## config.mk

```make
export PLATFORM = sky130hd
export DESIGN_NAME = rmw_parity_seq
export DESIGN_NICKNAME = d
export VERILOG_FILES = /design/src/rtl/rmw_pkg.sv /design/src/rtl/rmw_ctrl.sv /design/src/rtl/rmw_dpath.sv /design/src/rtl/rmw_parity_seq.sv
export SDC_FILE = /design/constraint.sdc
export NUM_CORES = 1
export LEC_CHECK = 0
export BUFFER_PORTS_ARGS = -buffer_cell sky130_fd_sc_hd__buf_2
export CAP_MARGIN = 0
export CORE_UTILIZATION = 46
export CTS_CLUSTER_DIAMETER = 150
export CTS_CLUSTER_SIZE = 24
export DETAILED_ROUTE_END_ITERATION = 16
export GPL_TIMING_DRIVEN = 0
export PLACE_DENSITY = 0.86
export SLEW_MARGIN = 20
export SYNTH_ARGS = -nofsm -noshare
export SYNTH_HDL_FRONTEND = slang
export SYNTH_HIERARCHICAL = 1
export SYNTH_SLANG_ARGS = --single-unit
```

## constraint.sdc

```tcl
create_clock -name clk_i -period 1.9 [get_ports clk_i]
set_input_delay 0.095 -clock clk_i [delete_from_list [all_inputs] [get_ports clk_i]]
set_output_delay 0.095 -clock clk_i [all_outputs]
set_load 0.02 [all_outputs]
```

## src/rtl/rmw_pkg.sv

```systemverilog
package rmw_pkg;
  typedef enum logic [2:0] {
    ST_IDLE    = 3'd0,
    ST_RD_DATA = 3'd1,
    ST_WT_DATA = 3'd2,
    ST_RD_PAR  = 3'd3,
    ST_WT_PAR  = 3'd4,
    ST_WR_DATA = 3'd5,
    ST_WR_PAR  = 3'd6
  } rmw_state_e;

  typedef enum logic {
    OP_RD = 1'b0,
    OP_WR = 1'b1
  } disk_op_e;
endpackage

```

## src/rtl/rmw_ctrl.sv

```systemverilog
module rmw_ctrl
  import rmw_pkg::*;
(
  input  logic       clk_i,
  input  logic       rst_ni,
  input  logic       cmd_valid_i,
  input  logic       col_clash_i,
  input  logic       req_ready_i,
  input  logic       rsp_valid_i,
  output rmw_state_e state_o,
  output logic       cmd_ready_o,
  output logic       accept_o,
  output logic       req_valid_o,
  output logic       cap_rsp_o,
  output logic       busy_o,
  output logic       done_o,
  output logic       err_o
);
  rmw_state_e state_q, state_d;
  logic       hs, reject, done_q, err_q;

  assign cmd_ready_o = (state_q == ST_IDLE);
  assign accept_o    = cmd_valid_i && cmd_ready_o && !col_clash_i;
  assign reject      = cmd_valid_i && cmd_ready_o && col_clash_i;
  assign req_valid_o = (state_q == ST_RD_DATA) || (state_q == ST_RD_PAR) ||
                       (state_q == ST_WR_DATA) || (state_q == ST_WR_PAR);
  assign hs          = req_valid_o && req_ready_i;
  // responses only count while a read result is awaited
  assign cap_rsp_o   = rsp_valid_i && ((state_q == ST_WT_DATA) || (state_q == ST_WT_PAR));
  assign busy_o      = !cmd_ready_o;
  assign state_o     = state_q;
  assign done_o      = done_q;
  assign err_o       = err_q;

  always_comb begin
    state_d = state_q;
    unique case (state_q)
      ST_IDLE:    if (accept_o)    state_d = ST_RD_DATA;
      ST_RD_DATA: if (hs)          state_d = ST_WT_DATA;
      ST_WT_DATA: if (rsp_valid_i) state_d = ST_RD_PAR;
      ST_RD_PAR:  if (hs)          state_d = ST_WT_PAR;
      ST_WT_PAR:  if (rsp_valid_i) state_d = ST_WR_DATA;
      ST_WR_DATA: if (hs)          state_d = ST_WR_PAR;
      ST_WR_PAR:  if (hs)          state_d = ST_IDLE;
      default:                     state_d = ST_IDLE;
    endcase
  end

  always_ff @(posedge clk_i or negedge rst_ni) begin
    if (!rst_ni) begin
      state_q <= ST_IDLE;
      done_q  <= 1'b0;
      err_q   <= 1'b0;
    end else begin
      state_q <= state_d;
      done_q  <= (state_q == ST_WR_PAR) && hs;
      err_q   <= reject;
    end
  end

  assert_done_single_R8: assert property (@(posedge clk_i) disable iff (!rst_ni)
    done_o |=> !done_o);

  assert_err_isolated_R9: assert property (@(posedge clk_i) disable iff (!rst_ni)
    err_o |-> (!busy_o && !done_o && !req_valid_o));
endmodule

```

## src/rtl/rmw_dpath.sv

```systemverilog
module rmw_dpath
  import rmw_pkg::*;
#(
  parameter int unsigned DATA_W = 32,
  parameter int unsigned COL_W  = 3,
  parameter int unsigned ROW_W  = 8
) (
  input  logic              clk_i,
  input  logic              rst_ni,
  input  rmw_state_e        state_i,
  input  logic              accept_i,
  input  logic              cap_rsp_i,
  input  logic [COL_W-1:0]  cmd_dcol_i,
  input  logic [COL_W-1:0]  cmd_pcol_i,
  input  logic [ROW_W-1:0]  cmd_row_i,
  input  logic [DATA_W-1:0] cmd_data_i,
  input  logic [DATA_W-1:0] rsp_rdata_i,
  output logic              req_write_o,
  output logic [COL_W-1:0]  req_col_o,
  output logic [ROW_W-1:0]  req_row_o,
  output logic [DATA_W-1:0] req_wdata_o
);
  logic [COL_W-1:0]  dcol_q, pcol_q;
  logic [ROW_W-1:0]  row_q;
  logic [DATA_W-1:0] ndata_q, acc_q;

  // acc starts as new data and folds in each read result -> new parity
  always_ff @(posedge clk_i or negedge rst_ni) begin
    if (!rst_ni) begin
      dcol_q  <= '0;
      pcol_q  <= '0;
      row_q   <= '0;
      ndata_q <= '0;
      acc_q   <= '0;
    end else if (accept_i) begin
      dcol_q  <= cmd_dcol_i;
      pcol_q  <= cmd_pcol_i;
      row_q   <= cmd_row_i;
      ndata_q <= cmd_data_i;
      acc_q   <= cmd_data_i;
    end else if (cap_rsp_i) begin
      acc_q   <= acc_q ^ rsp_rdata_i;
    end
  end

  assign req_row_o = row_q;

  always_comb begin
    req_write_o = OP_RD;
    req_col_o   = dcol_q;
    req_wdata_o = '0;
    unique case (state_i)
      ST_RD_PAR: req_col_o = pcol_q;
      ST_WR_DATA: begin
        req_write_o = OP_WR;
        req_wdata_o = ndata_q;
      end
      ST_WR_PAR: begin
        req_write_o = OP_WR;
        req_col_o   = pcol_q;
        req_wdata_o = acc_q;
      end
      default: ;
    endcase
  end
endmodule

```

## src/rtl/rmw_parity_seq.sv

```systemverilog
module rmw_parity_seq
  import rmw_pkg::*;
#(
  parameter int unsigned DATA_W = 32,
  parameter int unsigned COL_W  = 3,
  parameter int unsigned ROW_W  = 8
) (
  input  logic              clk_i,
  input  logic              rst_ni,
  input  logic              cmd_valid_i,
  output logic              cmd_ready_o,
  input  logic [COL_W-1:0]  cmd_dcol_i,
  input  logic [COL_W-1:0]  cmd_pcol_i,
  input  logic [ROW_W-1:0]  cmd_row_i,
  input  logic [DATA_W-1:0] cmd_data_i,
  output logic              req_valid_o,
  input  logic              req_ready_i,
  output logic              req_write_o,
  output logic [COL_W-1:0]  req_col_o,
  output logic [ROW_W-1:0]  req_row_o,
  output logic [DATA_W-1:0] req_wdata_o,
  input  logic              rsp_valid_i,
  input  logic [DATA_W-1:0] rsp_rdata_i,
  output logic              busy_o,
  output logic              done_o,
  output logic              err_o
);
  rmw_state_e state;
  logic       accept, cap_rsp, col_clash;

  assign col_clash = (cmd_dcol_i == cmd_pcol_i);

  rmw_ctrl i_ctrl (
    .clk_i       (clk_i),
    .rst_ni      (rst_ni),
    .cmd_valid_i (cmd_valid_i),
    .col_clash_i (col_clash),
    .req_ready_i (req_ready_i),
    .rsp_valid_i (rsp_valid_i),
    .state_o     (state),
    .cmd_ready_o (cmd_ready_o),
    .accept_o    (accept),
    .req_valid_o (req_valid_o),
    .cap_rsp_o   (cap_rsp),
    .busy_o      (busy_o),
    .done_o      (done_o),
    .err_o       (err_o)
  );

  rmw_dpath #(.DATA_W(DATA_W), .COL_W(COL_W), .ROW_W(ROW_W)) i_dpath (
    .clk_i       (clk_i),
    .rst_ni      (rst_ni),
    .state_i     (state),
    .accept_i    (accept),
    .cap_rsp_i   (cap_rsp),
    .cmd_dcol_i  (cmd_dcol_i),
    .cmd_pcol_i  (cmd_pcol_i),
    .cmd_row_i   (cmd_row_i),
    .cmd_data_i  (cmd_data_i),
    .rsp_rdata_i (rsp_rdata_i),
    .req_write_o (req_write_o),
    .req_col_o   (req_col_o),
    .req_row_o   (req_row_o),
    .req_wdata_o (req_wdata_o)
  );

  assert_req_hold_R6: assert property (@(posedge clk_i) disable iff (!rst_ni)
    (req_valid_o && !req_ready_i) |=> (req_valid_o && $stable(req_write_o) &&
      $stable(req_col_o) && $stable(req_row_o) && $stable(req_wdata_o)));

  assert_busy_from_accept_R7: assert property (@(posedge clk_i) disable iff (!rst_ni)
    $rose(busy_o) |-> $past(cmd_valid_i && cmd_ready_o));

  assert_done_after_write_R8: assert property (@(posedge clk_i) disable iff (!rst_ni)
    done_o |-> $past(req_valid_o && req_ready_i && req_write_o));
endmodule

```

==> metrics <==
run status=complete, but fails checks; failing checks=negative hold slack; Std-Cell Rows=34; CTS H-tree depth=3; critical path data arrival time=roughly 1700 ps; Met3 Routed Length=between 500 and 600 µm; root buffer cell=clkbuf_8; area delta synth->final=38.90%; Hold Fails Final Rpt=1; ys async rst share=100.0%; first-pass GRT wire length=about 17000 µm; GRT Overall Usage=between 20% and 30%; pin count of the biggest net entering global routing=44; xor/xnor share of the synthesized area=between 8 and 9%; vias in the first global route=around 3800; antenna viol nets, final=0; Flop pwr share=between 30 and 40%; actual slew at the worst max-slew pin=around 550 ps; main combinational cell family by area after synthesis=compound AO/OA/AOI/OAI gates; port bufs=roughly 130; Initial Utilization=around 47%; DR WL met2=5715 µm; overall power=between 8 and 9 mW; cell area after layout=between 5000 and 6000 µm²; count leader, synth=dfrtp_1; Switching Share=between 40% and 50%; Die H=between 90 and 100 µm; mapped cell area=a little over 4000 µm²; Hold Crit Class=in2reg; clock sink count=just over 80; share of layout cells above drive strength 1=a little under a third; Int Power=5.179 mW; crit-path max cell delay=about 430 ps; Via Count=~3700; Congestion Overflow GR=0; Post-Synth Adder-Cell Area=0%; fin crit period=1834 ps; top cells by count, synth=dfrtp_1 (83), nand2_1 (68), o21ai_1 (64); clk_skew=10.08 ps; leak pwr=2.723 nW; Slew Limit Fails=0; CP endpoint kind=output pin; Switching Power=~3.6 mW; Synth Flop Type=dfrtp_1; Boundary Pins=132; antenna cells=0; Clock transition at path regs=about 90 ps; Syn Inst Count=420; 1st-iter DRT viols=about 130; clock buffer count from CTS=9; Synth area leaders=dfrtp_1 (51%), o21ai_1 (7.8%), xor2_1 (7.7%); Syn Nets=approximately 500; max-cap viol count=0; First-pass DRT Iterations=4; syn avg cell area=9.733 µm²; WS Path Type=reg2out; post-synthesis simple-gate area fraction=about 14%; Clock Latency Late Sink=350 ps; CP Buf/Inv Count=2; top-area cell type share of the netlist area=50.81%; RePlAce Congestion=approximately 0.8; yosys warns=6; Setup violations, final=0; # DRC=0; post-synthesis compound-gate area fraction=between 10% and 20%; post-route clock period utilization=between 90% and 100%; DPL Wire Length=7071 µm; VDD IR-drop max=~0.0008 V; f_max=545.4 MHz; Die ar.=a little over 9000 µm²; uppermost layer routed=met4; slowest CP cell=dfrtp_2; Finished Core Util=about two thirds; DRT Wirelength=around 11000 µm; Worst Path Max Fanout=7; Req. time, crit path=~1800 ps; final hold slack=-0.8853 ps; CORE AREA=around 8700 µm²; initial antenna violation count=0; Cell Area, Placed=4901 µm²; TritonCTS clock tree=yes; part of the power in combinational logic=between 40% and 50%; largest area contributor in the synthesized netlist=dfrtp_1; M1 wire length=between 4000 and 5000 µm; Via density=5.085; Synth Register Bits=83; clock share of power=~15%; Worst slew margin=between 60% and 70%; Post-synth EDFFs=0; Top Family by Delay on Critical Path=flip-flops; Cell variety after synth=29; Seq/Total Area, Yosys=50.81%; pwr dens=between 1500 and 2000 nW/µm²; DR WL/cell=around 15 µm; mux contribution to synthesized area=4.959%; crit-path cells=buf_4, xor2_2, nand2_2, mux2_4, buf_2; Worst Setup Start Kind=register; Max clock buf depth=2; width of the die=96.27 µm; Layout Nets=between 600 and 700
==> flip-flops by register name (all words and copies together), names as in the netlist <==
signal,flops
i_dpath/dcol_q,3
i_dpath/acc_q,32
i_dpath/req_row_o,8
i_dpath/pcol_q,3
i_ctrl/err_o,1
i_dpath/ndata_q,32
i_ctrl/done_o,1
i_ctrl/state_o,3
==> final timing paths <==
path,startpoint,end,slack [ps],cells past startpoint
worst max-delay path,i_ctrl/state_o[2]$_DFFE_PN0P_,req_col_o[0],70,5
max in group asynchronous,rst_ni,i_ctrl/state_o[2]$_DFFE_PN0P_,1010,3
worst min register to register,i_dpath/req_row_o[4]$_DFFE_PN0P_,i_dpath/req_row_o[4]$_DFFE_PN0P_,490,1
worst max register to register,i_ctrl/state_o[1]$_DFFE_PN0P_,i_dpath/pcol_q[0]$_DFFE_PN0P_,90,7
min in group asynchronous,rst_ni,i_dpath/acc_q[16]$_DFFE_PN0P_,270,2
worst min-delay path,cmd_pcol_i[0],i_dpath/pcol_q[0]$_DFFE_PN0P_,-0.9,2
==> routing by layer <==
metal / up-vias / track usage (%)
met5: - / 0
met4: 0 / 10.32
met3: 17 / 3.712
met2: 127 / 43.20
met1: 1791 / 29.36
li1: 1762 / -
==> metrics by stage <==
step | hold WS (ps) | std cells | TNS [ps] | setup WS [ps]
finish | -0.8853 | 727 | 0 | 66.43
global route | 3.040 | 727 | -30.62 | -29.31
CTS | -15.43 | 724 | -252.0 | -30.09
detailed placement | 112.2 | 660 | -17520 | -424.4
global placement | 310.3 | 659 | -19700 | -508.8
floorplan | -200.6 | 420 | 0 | 9.271
==> layout make-up <==
class | instances | area (µm²)
buffer | 29 | 229.0
clock buffer | 11 | 141.4
clock inverter | 5 | 62.56
fill | 701 | 3000
inverter | 33 | 123.9
multi-input combinational | 275 | 1729
sequential | 83 | 2078
tap | 108 | 135.1
timing repair buffer | 183 | 1179
==> cell usage in the layout, fill, tap and decap left out, types with 5 or more instances in the layout <==
cell and n:
a22oi_1 32, buf_2 134, buf_4 13, buf_6 9
clkbuf_2 5, clkbuf_8 10, dfrtp_1 82, dlygate4sd3_1 46
inv_1 33, mux2_1 14, nand2_1 67, nor2b_1 35
o21ai_0 5, o21ai_1 64, xor2_1 35
==> worst register-to-register path, stage by stage, from the launching register on <==
cell     delay, ps
dfrtp_1        420
buf_6          160
nor3_4         250
nand2_2        100
nor2_4         140
buf_6          130
buf_6          150
mux2_1         340
==> kinds of logic after synthesis <==
kind of cell              Yosys count
xor gates and xnor gates           38
DFF                                83
muxes                              17
AOI/OAI and AO/OA                 105
and+or+nand+nor                   115
buffers and inverters              62
==> repair_timing <==
action                                  CTS  global route
gates cloned                              0             1
hold buffers                             46             0
hold endpoints to repair                114             0
endpoints found under the setup margin   72            90
gates resized for setup                  10            22
pin swaps                                 1             3
setup buffers                             2             2
==> power by group through the flow <==
| stage | Clock [mW] | Combinational [mW] | Sequential, mW |
|---|---|---|---|
| global route | 1.39 | 4.71 | 3.27 |
| finish | 1.30 | 4.28 | 3.18 |
| floorplan | 0 | 2.78 | 3.20 |
| CTS | 1.34 | 4.14 | 3.17 |
| detailed placement | 0 | 3.95 | 3.23 |
| global placement | 0 | 3.83 | 3.16 |
No activity file was read; power rests on OpenSTA's default activity.
